**src/rtl/spi_pkg.sv**
```systemverilog
package spi_pkg;
  localparam int REG_CTL  = 0;
  localparam int REG_DATA = 1;
  localparam int REG_DIV  = 2;
  localparam int REG_CNT  = 3;

  localparam int B_CPHA  = 2;
  localparam int B_CPOL  = 3;
  localparam int B_TXCLR = 4;
  localparam int B_RXCLR = 5;
  localparam int B_CSPOL = 6;
  localparam int B_RUN   = 7;
  localparam int B_DMA   = 8;
  localparam int B_IEDN  = 9;
  localparam int B_IERX  = 10;
  localparam int B_AUTO  = 11;
  localparam int B_DONE  = 16;
  localparam int B_RXNE  = 17;
  localparam int B_TXSP  = 18;
  localparam int B_RXLVL = 19;
  localparam int B_RXFUL = 20;
  localparam int B_LPOL  = 21;

  // core cycles per clock-pin half period
  function automatic logic [16:0] half_cycles(input logic [15:0] div);
    logic [16:0] eff;
    logic [16:0] h;
    eff = (div == 16'd0) ? 17'h10000 : {1'b0, div};
    h = eff >> 1;
    if (h == 17'd0) h = 17'd1;
    return h;
  endfunction
endpackage

```
**src/rtl/spi_fifo.sv**
```systemverilog
module spi_fifo #(
  parameter int W     = 8,
  parameter int DEPTH = 16,
  localparam int AW   = $clog2(DEPTH),
  localparam int CW   = AW + 1
) (
  input  logic          clk,
  input  logic          rst_n,
  input  logic          clr,
  input  logic          push,
  input  logic [W-1:0]  din,
  input  logic          pop,
  output logic [W-1:0]  dout,
  output logic [CW-1:0] count,
  output logic          full,
  output logic          empty
);
  logic [W-1:0]  mem [DEPTH];
  logic [AW-1:0] wp, rp;

  assign full  = (count == CW'(DEPTH));
  assign empty = (count == '0);
  assign dout  = mem[rp];

  always_ff @(posedge clk or negedge rst_n) begin
    if (!rst_n) begin
      wp <= '0; rp <= '0; count <= '0;
    end else if (clr) begin
      wp <= '0; rp <= '0; count <= '0;
    end else begin
      if (push) wp <= (wp == AW'(DEPTH-1)) ? '0 : wp + 1'b1;
      if (pop)  rp <= (rp == AW'(DEPTH-1)) ? '0 : rp + 1'b1;
      count <= count + CW'(push) - CW'(pop);
    end
  end

  always_ff @(posedge clk) begin
    if (push && !clr) mem[wp] <= din;
  end

  a_r6_no_overflow: assert property (@(posedge clk) disable iff (!rst_n)
    push && !clr |-> !full);
  a_r6_no_underflow: assert property (@(posedge clk) disable iff (!rst_n)
    pop && !clr |-> !empty);
endmodule

```
**src/rtl/spi_shifter.sv**
```systemverilog
module spi_shifter #(
  parameter int BITS  = 8,
  localparam int EDGES = 2 * BITS,
  localparam int EW    = $clog2(EDGES + 1)
) (
  input  logic            clk,
  input  logic            rst_n,
  input  logic            run,
  input  logic            start,
  input  logic [BITS-1:0] tx_byte,
  input  logic [16:0]     half,
  input  logic            cpol,
  input  logic            cpha,
  input  logic            miso,
  output logic            sclk,
  output logic            mosi,
  output logic            busy,
  output logic            byte_done,
  output logic [BITS-1:0] rx_byte
);
  logic [BITS-1:0] sh;
  logic [16:0]     cnt;
  logic [EW-1:0]   edge_n;
  logic [EW-1:0]   nxt;
  logic            tick;

  assign nxt  = edge_n + 1'b1;
  assign tick = (cnt == half - 17'd1);

  always_ff @(posedge clk or negedge rst_n) begin
    if (!rst_n) begin
      busy <= 1'b0; sclk <= 1'b0; mosi <= 1'b0; sh <= '0;
      rx_byte <= '0; cnt <= '0; edge_n <= '0; byte_done <= 1'b0;
    end else begin
      byte_done <= 1'b0;
      if (!run || !busy) begin
        sclk <= cpol;
        cnt <= '0;
        edge_n <= '0;
        if (run && start) begin
          busy <= 1'b1;
          sh   <= tx_byte;
          mosi <= tx_byte[BITS-1];
        end else begin
          busy <= 1'b0;
        end
      end else if (tick) begin
        cnt    <= '0;
        sclk   <= ~sclk;
        edge_n <= nxt;
        if (nxt[0] != cpha) begin
          rx_byte <= {rx_byte[BITS-2:0], miso};
        end else if (nxt != EW'(1) && nxt != EW'(EDGES)) begin
          sh   <= {sh[BITS-2:0], 1'b0};
          mosi <= sh[BITS-2];
        end
        if (nxt == EW'(EDGES)) begin
          busy <= 1'b0;
          byte_done <= 1'b1;
        end
      end else begin
        cnt <= cnt + 17'd1;
      end
    end
  end

  a_r4_idle_level: assert property (@(posedge clk) disable iff (!rst_n)
    !busy && !$past(busy) && $stable(cpol) |-> sclk == cpol);
  a_r4_done_idle: assert property (@(posedge clk) disable iff (!rst_n)
    byte_done |-> !busy);
endmodule

```
**src/rtl/spi_master_ctl.sv**
```systemverilog
module spi_master_ctl
  import spi_pkg::*;
#(
  parameter int FIFO_DEPTH = 16,
  parameter int CS_LINES   = 3,
  parameter int BITS       = 8,
  localparam int CW        = $clog2(FIFO_DEPTH) + 1,
  localparam int RX_LVL    = (FIFO_DEPTH * 3) / 4
) (
  input  logic                clk,
  input  logic                rst_n,
  input  logic                reg_wr,
  input  logic                reg_rd,
  input  logic [1:0]          reg_addr,
  input  logic [31:0]         reg_wdata,
  output logic [31:0]         reg_rdata,
  output logic                spi_sclk,
  output logic                spi_mosi,
  input  logic                spi_miso,
  output logic [CS_LINES-1:0] spi_cs,
  output logic                dma_tx_req,
  output logic                dma_rx_req,
  output logic                irq
);
  // control state
  logic [1:0]          cs_sel;
  logic                cpha, cpol, cs_pol, run, dma_en, ie_done, ie_rx, auto_rel;
  logic [CS_LINES-1:0] line_pol;
  logic [15:0]         div_q, cnt_q, xfer_left, push_left;
  logic                done_q;

  // queue and engine wires
  logic            tx_push, tx_pop, tx_full, tx_empty, tx_clr;
  logic            rx_push, rx_pop, rx_full, rx_empty, rx_clr;
  logic [BITS-1:0] tx_head, rx_head, eng_rx;
  logic [CW-1:0]   tx_cnt, rx_cnt;
  logic            eng_busy, eng_start, byte_done;
  logic            wr_ctl, wr_data, wr_div, wr_cnt, rd_data;
  logic            rx_lvl, done_stat, auto_finish;
  logic [CS_LINES-1:0] cs_on;

  assign wr_ctl  = reg_wr && reg_addr == 2'(REG_CTL);
  assign wr_data = reg_wr && reg_addr == 2'(REG_DATA);
  assign wr_div  = reg_wr && reg_addr == 2'(REG_DIV);
  assign wr_cnt  = reg_wr && reg_addr == 2'(REG_CNT);
  assign rd_data = reg_rd && reg_addr == 2'(REG_DATA);

  assign tx_clr  = wr_ctl && reg_wdata[B_TXCLR];
  assign rx_clr  = wr_ctl && reg_wdata[B_RXCLR];
  assign tx_push = wr_data && !tx_full;
  assign rx_pop  = rd_data && !rx_empty;
  assign rx_push = byte_done && !rx_full;

  assign eng_start = run && !tx_empty && !eng_busy && !byte_done && !rx_full &&
                     (!auto_rel || xfer_left != 16'd0);
  assign tx_pop = eng_start;

  assign auto_finish = run && auto_rel && xfer_left == 16'd0 && !eng_busy && !byte_done;
  assign rx_lvl    = rx_cnt >= CW'(RX_LVL);
  assign done_stat = done_q || (run && !auto_rel && tx_empty && !eng_busy && !byte_done);

  spi_fifo #(.W(BITS), .DEPTH(FIFO_DEPTH)) u_txq (
    .clk(clk), .rst_n(rst_n), .clr(tx_clr), .push(tx_push), .din(reg_wdata[BITS-1:0]),
    .pop(tx_pop), .dout(tx_head), .count(tx_cnt), .full(tx_full), .empty(tx_empty));

  spi_fifo #(.W(BITS), .DEPTH(FIFO_DEPTH)) u_rxq (
    .clk(clk), .rst_n(rst_n), .clr(rx_clr), .push(rx_push), .din(eng_rx),
    .pop(rx_pop), .dout(rx_head), .count(rx_cnt), .full(rx_full), .empty(rx_empty));

  spi_shifter #(.BITS(BITS)) u_eng (
    .clk(clk), .rst_n(rst_n), .run(run), .start(eng_start), .tx_byte(tx_head),
    .half(half_cycles(div_q)), .cpol(cpol), .cpha(cpha), .miso(spi_miso),
    .sclk(spi_sclk), .mosi(spi_mosi), .busy(eng_busy), .byte_done(byte_done),
    .rx_byte(eng_rx));

  always_ff @(posedge clk or negedge rst_n) begin
    if (!rst_n) begin
      cs_sel <= '0; cpha <= 1'b0; cpol <= 1'b0; cs_pol <= 1'b0; run <= 1'b0;
      dma_en <= 1'b0; ie_done <= 1'b0; ie_rx <= 1'b0; auto_rel <= 1'b0;
      line_pol <= '0; div_q <= '0; cnt_q <= '0; xfer_left <= '0;
      push_left <= '0; done_q <= 1'b0;
    end else begin
      if (byte_done && run && auto_rel && xfer_left != 16'd0)
        xfer_left <= xfer_left - 16'd1;
      if (tx_push && run && auto_rel && push_left != 16'd0)
        push_left <= push_left - 16'd1;
      if (auto_finish) begin
        run    <= 1'b0;
        done_q <= 1'b1;
      end
      if (wr_div) div_q <= reg_wdata[15:0];
      if (wr_cnt) cnt_q <= reg_wdata[15:0];
      if (wr_ctl) begin
        cs_sel   <= reg_wdata[1:0];
        cpha     <= reg_wdata[B_CPHA];
        cpol     <= reg_wdata[B_CPOL];
        cs_pol   <= reg_wdata[B_CSPOL];
        run      <= reg_wdata[B_RUN];
        dma_en   <= reg_wdata[B_DMA];
        ie_done  <= reg_wdata[B_IEDN];
        ie_rx    <= reg_wdata[B_IERX];
        auto_rel <= reg_wdata[B_AUTO];
        line_pol <= reg_wdata[B_LPOL +: CS_LINES];
        done_q   <= 1'b0;
        if (reg_wdata[B_RUN] && !run) begin
          xfer_left <= cnt_q;
          push_left <= cnt_q;
        end
      end
    end
  end

  // chip-select lines, one per generate slice
  for (genvar i = 0; i < CS_LINES; i++) begin : g_cs
    logic act_lvl;
    assign act_lvl   = line_pol[i] | cs_pol;
    assign cs_on[i]  = run && cs_sel == 2'(i);
    assign spi_cs[i] = cs_on[i] ? act_lvl : ~act_lvl;
  end

  assign dma_tx_req = dma_en && run && !tx_full && (!auto_rel || push_left != 16'd0);
  assign dma_rx_req = dma_en && !rx_empty;
  assign irq = (ie_done && done_stat) || (ie_rx && rx_lvl);

  always_comb begin
    reg_rdata = '0;
    case (reg_addr)
      2'(REG_CTL): begin
        reg_rdata[1:0]    = cs_sel;
        reg_rdata[B_CPHA] = cpha;
        reg_rdata[B_CPOL] = cpol;
        reg_rdata[B_CSPOL] = cs_pol;
        reg_rdata[B_RUN]  = run;
        reg_rdata[B_DMA]  = dma_en;
        reg_rdata[B_IEDN] = ie_done;
        reg_rdata[B_IERX] = ie_rx;
        reg_rdata[B_AUTO] = auto_rel;
        reg_rdata[B_DONE] = done_stat;
        reg_rdata[B_RXNE] = !rx_empty;
        reg_rdata[B_TXSP] = !tx_full;
        reg_rdata[B_RXLVL] = rx_lvl;
        reg_rdata[B_RXFUL] = rx_full;
        reg_rdata[B_LPOL +: CS_LINES] = line_pol;
      end
      2'(REG_DATA): reg_rdata[BITS-1:0] = rx_empty ? '0 : rx_head;
      2'(REG_DIV):  reg_rdata[15:0] = div_q;
      default:      reg_rdata[15:0] = cnt_q;
    endcase
  end

  a_r8_done_after_release: assert property (@(posedge clk) disable iff (!rst_n)
    done_q |-> !run);
  a_r5_single_line: assert property (@(posedge clk) disable iff (!rst_n)
    $onehot0(cs_on));
  a_r10_tx_req_room: assert property (@(posedge clk) disable iff (!rst_n)
    dma_tx_req |-> !tx_full && run);
  a_r6_start_needs_room: assert property (@(posedge clk) disable iff (!rst_n)
    eng_start |-> !rx_full);
endmodule

```
**config.mk**
```make
export PLATFORM = sky130hd
export DESIGN_NAME = spi_master_ctl
export DESIGN_NICKNAME = d
export VERILOG_FILES = /design/src/rtl/spi_pkg.sv /design/src/rtl/spi_fifo.sv /design/src/rtl/spi_shifter.sv /design/src/rtl/spi_master_ctl.sv
export SDC_FILE = /design/constraint.sdc
export NUM_CORES = 1
export LEC_CHECK = 0
export ABC_AREA = 1
export BUFFER_PORTS_ARGS = -buffer_cell sky130_fd_sc_hd__buf_2
export CAP_MARGIN = 15
export CORE_ASPECT_RATIO = 1.5
export CORE_MARGIN = 3
export CORE_UTILIZATION = 45
export DETAILED_ROUTE_END_ITERATION = 8
export GPL_TIMING_DRIVEN = 1
export PLACE_DENSITY = 0.7
export SLEW_MARGIN = 40
export SYNTH_ARGS = -nofsm -noshare
export SYNTH_HDL_FRONTEND = slang
export SYNTH_SLANG_ARGS = --single-unit
```
**constraint.sdc**
```tcl
create_clock -name clk -period 5.3 [get_ports clk]
set_input_delay 0.53 -clock clk [delete_from_list [all_inputs] [get_ports clk]]
set_output_delay 0.53 -clock clk [all_outputs]
set_load 0.05 [all_outputs]
```
==> flow_metrics.tcl, run 1 <==
set metrics [dict create \
    final.setup.tns_ns 0 \
    dp.cells 2382 \
    firstDrtPassIters 5 \
    core_sq_mm 0.04054 \
    post-cts-setup-buffers 0 \
    hp-start "reg_wdata[22]" \
    clk_pin_slew_ns 0.07 \
    antenna_found_initial 1 \
    grt-ovfl-total 0 \
    yosysUniqueCellTypes 53 \
    ios 79 \
    clock_skew_ns 0.01382 \
    drtIter0Drc 1223 \
    finalHoldViolations 0 \
    drive_gt1_frac 0.1042 \
    critPathSlowestCell "nand2_2" \
    grt_max_degree 106 \
    clk_latency_ns 0.56 \
    power_leakage_nw 8.424 \
    hpwlAfterDp_mm 32.53 \
    grt_first_pass_wirelength_mm 74.13 \
    worst_pin_slew_ns 0.8554 \
    yosys-top-cells-count "315 x nand2_1, 265 x nor2_1, 256 x edfxtp_1" \
    die_y_um 255.4 \
    clock_path_buffers 3 \
    ys_seq_area_frac 0.6064 \
    cts_sinks 401 \
    synth.area.top_cells "edfxtp_1 41%, dfrtp_1 19%, nand2_1 6.3%" \
    power_frac_comb 0.297 \
    cp-end-kind "flip-flop" \
    grt_usage 0.2140 \
    vias_per_cell 5.626 \
    path_cells "nor2_1 > nand2_1 > nor2_1 > nand2_1 > nand4_4 > nand2_2 > inv_2 > ha_1 > nand2_4 > nor3_2 > nand2_1 > xnor3_1 > nand3b_1 > nor2_1 > nand4_1 > nand2_2 > inv_2 > nand2_1 > nand2_1" \
    synth-edff-count 256 \
    r2r_start "div_q[6]$_DFFE_PN0P_" \
    timing.rr.end "u_eng.edge_n[3]$_DFFE_PN0P_" \
    ys_warn_count 0 \
    setup_ws_ns 1.460 \
    yosysMostFrequentCell "nand2_1" \
    min_period_ns 3.840 \
    die_x_um 172.3 \
    r2r_slack_ns 1.46 \
    drv_slew 0 \
    vdd_drop_max_mv 0.2426 \
    routed_wl_mm 47.19 \
    grt_pass1_vias 13546 \
    p_sw_mw 3.482 \
    ant_nets 0 \
    layout_worst_path_cycle_share 0.7245 \
    relSlewSlack 0.4276 \
    syn_inst 1876 \
    criticalPathCategory "reg -> reg" \
    yosysTopAreaCell "edfxtp_1" \
    arrival_ns 4.28 \
    area_growth_pct 11.34 \
    path_max_fanout 32 \
    start_util 0.4603 \
    max_freq_mhz 260.4 \
    final-instance-count-excl-fill 2456 \
    hold_depth 3 \
    min_to "line_pol[1]$_DFFE_PN0P_" \
    synthFlopType "edfxtp_1" \
    root_buffer "clkbuf_16" \
    intPower_mw 6.065 \
    routabilityCongestion 0.9160 \
    dp_slack_ns 1.480 \
    cts_tree "done" \
    slowest_delay_ns 0.57 \
    num_vias 13817 \
    ff2ff_path_depth 19 \
    worstPathRequired_ns 5.74 \
    maxCapViolCount 0 \
    postSynth.asyncResetShare 0.3616 \
    power_frac_seq 0.403 \
    grt_setup_unrepaired "no" \
    wl_per_cell_um 19.21 \
    cts_made_buffers 39 \
    startpoint_type "flip-flop" \
    power_frac_clock 0.300 \
    final_nets 1992 \
    synth_top_area_share 0.4119 \
    status "complete, no violations" \
    io_buffers 57 \
    p_sw_frac 0.3647 \
    path_common_cell "nand2_1" \
    hold_class "in -> reg" \
    netlist_area_sq_mm 0.01866 \
    dieArea_sq_mm 0.04400 \
    rows 90 \
    ys_seq_elements 401 \
    syn-mean-instance-area_sq_um 9.948 \
    drc 0 \
    setup_violations 0 \
    ctsHtreeMaxLevel 2 \
    power_density_mw_per_mm2 459.5 \
]
==> layer usage <==
metal  GRT usage  share of wire  vias to the layer above
li1            -              -                     6477
met1      0.2732           0.39                     6713
met2      0.3613           0.50                      508
met3     0.03201          0.065                      117
met4     0.09099          0.046                        2
met5           0        0.00019                        -
==> power groups by stage <==
| stage | logic (mW) | registers [mW] | clock network (mW) |
|---|---|---|---|
| after floorplan | 2.02 | 3.82 | 0 |
| after global placement | 2.71 | 3.89 | 0 |
| after detailed placement | 2.79 | 3.91 | 0 |
| after CTS | 2.81 | 3.85 | 2.91 |
| after global routing | 3.15 | 3.89 | 3.03 |
| final | 2.83 | 3.85 | 2.86 |
==> critical path, delay by kind of cell, from the launching register on <==
| family | cells | cell delay, ns |
|---|---|---|
| XOR/XNOR | 1 | 0.21 |
| buffers and inverters | 2 | 0.33 |
| AND/OR/NAND/NOR | 15 | 2.48 |
| flip-flops | 1 | 0.46 |
| adder cells (fa/ha/maj) | 1 | 0.22 |
==> how the worst max path moves through the flow <==
| stage | startpoint | cells past startpoint | slack (ns) | endpoint |
|---|---|---|---|---|
| floorplan | xfer_left[0]$_DFF_PN0_ | 16 | 2.46 | u_txq.count[4]$_DFF_PN0_ |
| global placement | div_q[6]$_DFFE_PN0P_ | 19 | 1.52 | u_eng.edge_n[2]$_DFFE_PN0P_ |
| detailed placement | div_q[6]$_DFFE_PN0P_ | 19 | 1.48 | u_eng.edge_n[3]$_DFFE_PN0P_ |
| CTS | div_q[3]$_DFFE_PN0P_ | 19 | 1.46 | u_eng.edge_n[3]$_DFFE_PN0P_ |
| global route | div_q[6]$_DFFE_PN0P_ | 19 | 1.08 | u_eng.edge_n[3]$_DFFE_PN0P_ |
| finish | div_q[6]$_DFFE_PN0P_ | 19 | 1.46 | u_eng.edge_n[3]$_DFFE_PN0P_ |
==> area by class of cell <==
cell class              instances  area [sq um]
flip-flops and latches        401         11320
inverters                     184         690.7
repair buffers                 75         452.9
clock buffers                  50          1067
diodes                          1         2.502
clock inverters                21         252.7
well taps                     506         633.1
fillers                      3601         19760
multi-input cells            1218          6362
==> placed cells by master (no fill, tap or decap), types with 18 or more instances in the layout <==
cell | netlist | routed
a21oi_1 | 20 | 20
buf_2 | 3 | 56
clkbuf_16 | 0 | 39
dfrtp_1 | 145 | 145
edfxtp_1 | 256 | 256
ha_1 | 32 | 32
inv_1 | 172 | 171
nand2_1 | 315 | 313
nand3_1 | 84 | 84
nand4_1 | 30 | 30
nor2_1 | 265 | 251
nor2_2 | 10 | 24
nor3_1 | 19 | 18
o21ai_0 | 232 | 232
o221ai_1 | 34 | 34
o22ai_1 | 40 | 40
xnor2_1 | 18 | 18
xor2_1 | 38 | 38
==> flip-flops by register name, indices dropped and copies added, names as in the netlist, 2 cells and up <==
signal / cells
cnt_q: 16
xfer_left: 16
u_rxq.count: 5
u_eng.sh: 7
line_pol: 3
div_q: 16
u_rxq.wp: 4
u_txq.mem: 128
u_eng.rx_byte: 8
u_rxq.rp: 4
u_txq.rp: 4
u_txq.wp: 4
u_txq.count: 5
cs_sel: 2
u_eng.edge_n: 5
u_eng.cnt: 17
u_rxq.mem: 128
push_left: 16
==> through the flow <==
step / utilization / hold WS [ns] / cell area (sq um) / total power [mW]
CTS: 0.5107 / 0.05183 / 20700 / 9.567
detailed placement: 0.4781 / 0.4636 / 19380 / 6.700
floorplan: - / 0.2344 / 18690 / 5.844
global placement: 0.4779 / 0.4614 / 19370 / 6.606
finish: 0.5125 / 0.1853 / 20780 / 9.547
global route: 0.5125 / 0.1941 / 20770 / 10.07
==> logic make-up after synthesis <==
| kind of cell | share of synthesized area |
|---|---|
| mux | 0.0006034 |
| xor+xnor | 0.02749 |
| fa+ha+maj | 0.02360 |
| buf+inv | 0.05652 |
| simple gates | 0.1772 |
| compound gates | 0.1080 |
| other cells | 0.0002009 |
| flops | 0.6064 |
==> repair_timing <==
action / CTS / global route
hold buffers: 0 / 1
endpoints found under the hold margin: 0 / 31
gates resized for setup: 0 / 0
setup endpoints to repair: 0 / 0
Note: power is estimated with default switching activity, not from simulation.
==> inputs of run 2 (changes only) <==
--- a/config.mk
+++ b/config.mk
@@ -13,7 +13,7 @@
 export CORE_UTILIZATION = 45
 export DETAILED_ROUTE_END_ITERATION = 8
 export GPL_TIMING_DRIVEN = 1
-export PLACE_DENSITY = 0.7
+export PLACE_DENSITY = 0.73
 export SLEW_MARGIN = 40
 export SYNTH_ARGS = -nofsm -noshare
 export SYNTH_HDL_FRONTEND = slang
==> constraint.sdc (replaced) <==
create_clock -name clk -period 3.4 [get_ports clk]
set_input_delay 0.34 -clock clk [delete_from_list [all_inputs] [get_ports clk]]
set_output_delay 0.34 -clock clk [all_outputs]
set_load 0.05 [all_outputs]
==> flow_metrics.tcl, run 2 (synthesized netlist as in run 1, its figures left out) <==
set metrics [dict create \
    status "complete, no violations" \
    p_sw_frac 0.3616 \
    max_freq_mhz 301.1 \
    criticalPathCategory "reg -> out" \
    dieArea_sq_mm 0.04400 \
    routabilityCongestion 0.8675 \
    cts_made_buffers 37 \
    ctsHtreeMaxLevel 2 \
    drc 0 \
    layout_worst_path_cycle_share 0.9767 \
    clk_pin_slew_ns 0.07 \
    critPathSlowestCell "dfrtp_1" \
    setup_ws_ns 0.07916 \
    relSlewSlack 0.4672 \
    routed_wl_mm 46.88 \
    clock_skew_ns 0.02906 \
    vdd_drop_max_mv 0.3877 \
    worstPathRequired_ns 3.06 \
    multiInputGateArea_sq_mm 0.006375 \
    clock_path_buffers 3 \
    cp-end-kind "output pin" \
    firstDrtPassIters 6 \
    startpoint "u_rxq.rp[0]$_DFFE_PN0P_" \
    grt_pass1_vias 13796 \
    ant_nets 0 \
    drv_slew 0 \
    drtIter0Drc 1401 \
    hold_class "in -> reg" \
    die_x_um 172.3 \
    ff2ff_path_depth 16 \
    core_sq_mm 0.04054 \
    hpwlAfterDp_mm 31.77 \
    final_common_cell "nand2_1" \
    grt-ovfl-total 0 \
    rows 90 \
    dp_slack_ns 0.01433 \
    area_growth_pct 12.81 \
    finalHoldViolations 0 \
    final-seq-area_sq_mm 0.01132 \
    io_buffers 57 \
    power_frac_seq 0.395 \
    clk_latency_ns 0.56 \
    num_vias 14096 \
    start_util 0.4603 \
    maxCapViolCount 0 \
    power_leakage_nw 8.609 \
    power_density_mw_per_mm2 719.5 \
    r2r_slack_ns 0.21 \
    reg_top3 "u_rxq.mem x128, u_txq.mem x128, u_eng.cnt x17" \
    grt_max_degree 81 \
    setup_violations 0 \
    p_sw_mw 5.477 \
    worst_pin_slew_ns 0.7963 \
    intPower_mw 9.669 \
    vias_per_cell 5.679 \
    cts_tree "done" \
    r2r_start "xfer_left[0]$_DFF_PN0_" \
    wl_per_cell_um 18.89 \
    final_nets 2020 \
    slowest_delay_ns 0.41 \
    crit_end "reg_rdata[3]" \
    antennaDiodeCount 0 \
    p_total_mw 15.15 \
    path_depth 9 \
    antenna_found_initial 1 \
    fill_cells 3512 \
    grt_first_pass_wirelength_mm 73.55 \
    power_frac_comb 0.306 \
    grt_usage 0.2116 \
    startpoint_type "flip-flop" \
    cts_sinks 401 \
    layout_common_cells "312 x nand2_1, 261 x nor2_1, 256 x edfxtp_1" \
    root_buffer "clkbuf_16" \
    timing.rr.end "u_txq.count[4]$_DFF_PN0_" \
    die_y_um 255.4 \
    drive_gt1_frac 0.1134 \
    min_period_ns 3.321 \
    power_frac_clock 0.299 \
    arrival_ns 2.98 \
    ios 79 \
    path_max_fanout 48 \
    crit_buf_inv 3 \
    critPathTopFamily "buffers and inverters" \
    path_cells "buf_4 > buf_6 > o21ai_0 > o221ai_1 > o211ai_1 > nand3_1 > nand2_1 > o2111ai_1 > buf_2" \
]
-- run 2: stage by stage --
step             util  hold WS (ns)  setup TNS, ns  cell area [sq um]  instances
6_report       0.5193       0.03105              0              21050       2482
3_5_place_dp   0.4833        0.4455              0              19590       2408
3_3_place_gp   0.4833        0.4382              0              19590       2408
4_1_cts        0.5169       0.01923              0              20960       2480
2_1_floorplan       -       0.04441              0              18690       1883
5_1_grt        0.5193       0.04575        -0.4215              21050       2482
-- run 2: power by group through the flow --
stage | Clock [mW] | Combinational [mW] | Sequential, mW
finish | 4.52 | 4.64 | 5.98
global route | 4.76 | 5.14 | 6.03
CTS | 4.59 | 4.57 | 5.96
detailed placement | 0 | 4.51 | 6.05
global placement | 0 | 4.35 | 6.03
floorplan | 0 | 3.16 | 5.96
-- run 2: cell type report --
class / instances / share of cell area
multi-input cells: 1218 / 0.3028
repair buffers: 105 / 0.03328
clock inverters: 19 / 0.01521
flip-flops and latches: 401 / 0.5379
inverters: 184 / 0.03316
clock buffers: 49 / 0.04755
well taps: 506 / 0.03007
-- run 2: worst register-to-register path: stages (launching register included) --
cell     delay [ns]
dfrtp_1        0.40
inv_1          0.10
ha_1           0.17
nand2_1        0.08
nor2_1         0.16
nand4_1        0.24
o21ai_2        0.29
inv_1          0.16
ha_1           0.31
inv_1          0.04
ha_1           0.21
fa_1           0.38
nand2_1        0.09
a21oi_1        0.07
nor2_1         0.13
xor2_1         0.18
nor2_1         0.06
-- run 2: timing repair --
action | CTS | global route
buffers inserted | 0 | 2
hold buffers | 4 | 0
endpoints found under the setup margin | 1 | 45
pin swaps | 0 | 3
hold endpoints to repair | 82 | 0
gates resized for setup | 1 | 23
-- run 2: routing by layer --
layer  global-route usage  vias to the layer above  part of all wire
li1                     -                     6533                 -
met1               0.2671                     6793              0.39
met2               0.3527                      630              0.49
met3              0.03557                      140             0.072
met4               0.1003                        0             0.051
met5                    0                        -                 0
-- run 2: how the worst min path moves through the flow --
stage                 start                endpoint  depth (start not counted)
5_1_grt        reg_wdata[9]     ie_done$_DFFE_PN0P_                          3
3_3_place_gp          rst_n  push_left[9]$_DFF_PN0_                          1
6_report       reg_wdata[9]     ie_done$_DFFE_PN0P_                          3
2_1_floorplan         rst_n    auto_rel$_DFFE_PN0P_                          0
3_5_place_dp          rst_n  push_left[9]$_DFF_PN0_                          1
4_1_cts        reg_wdata[9]     ie_done$_DFFE_PN0P_                          3
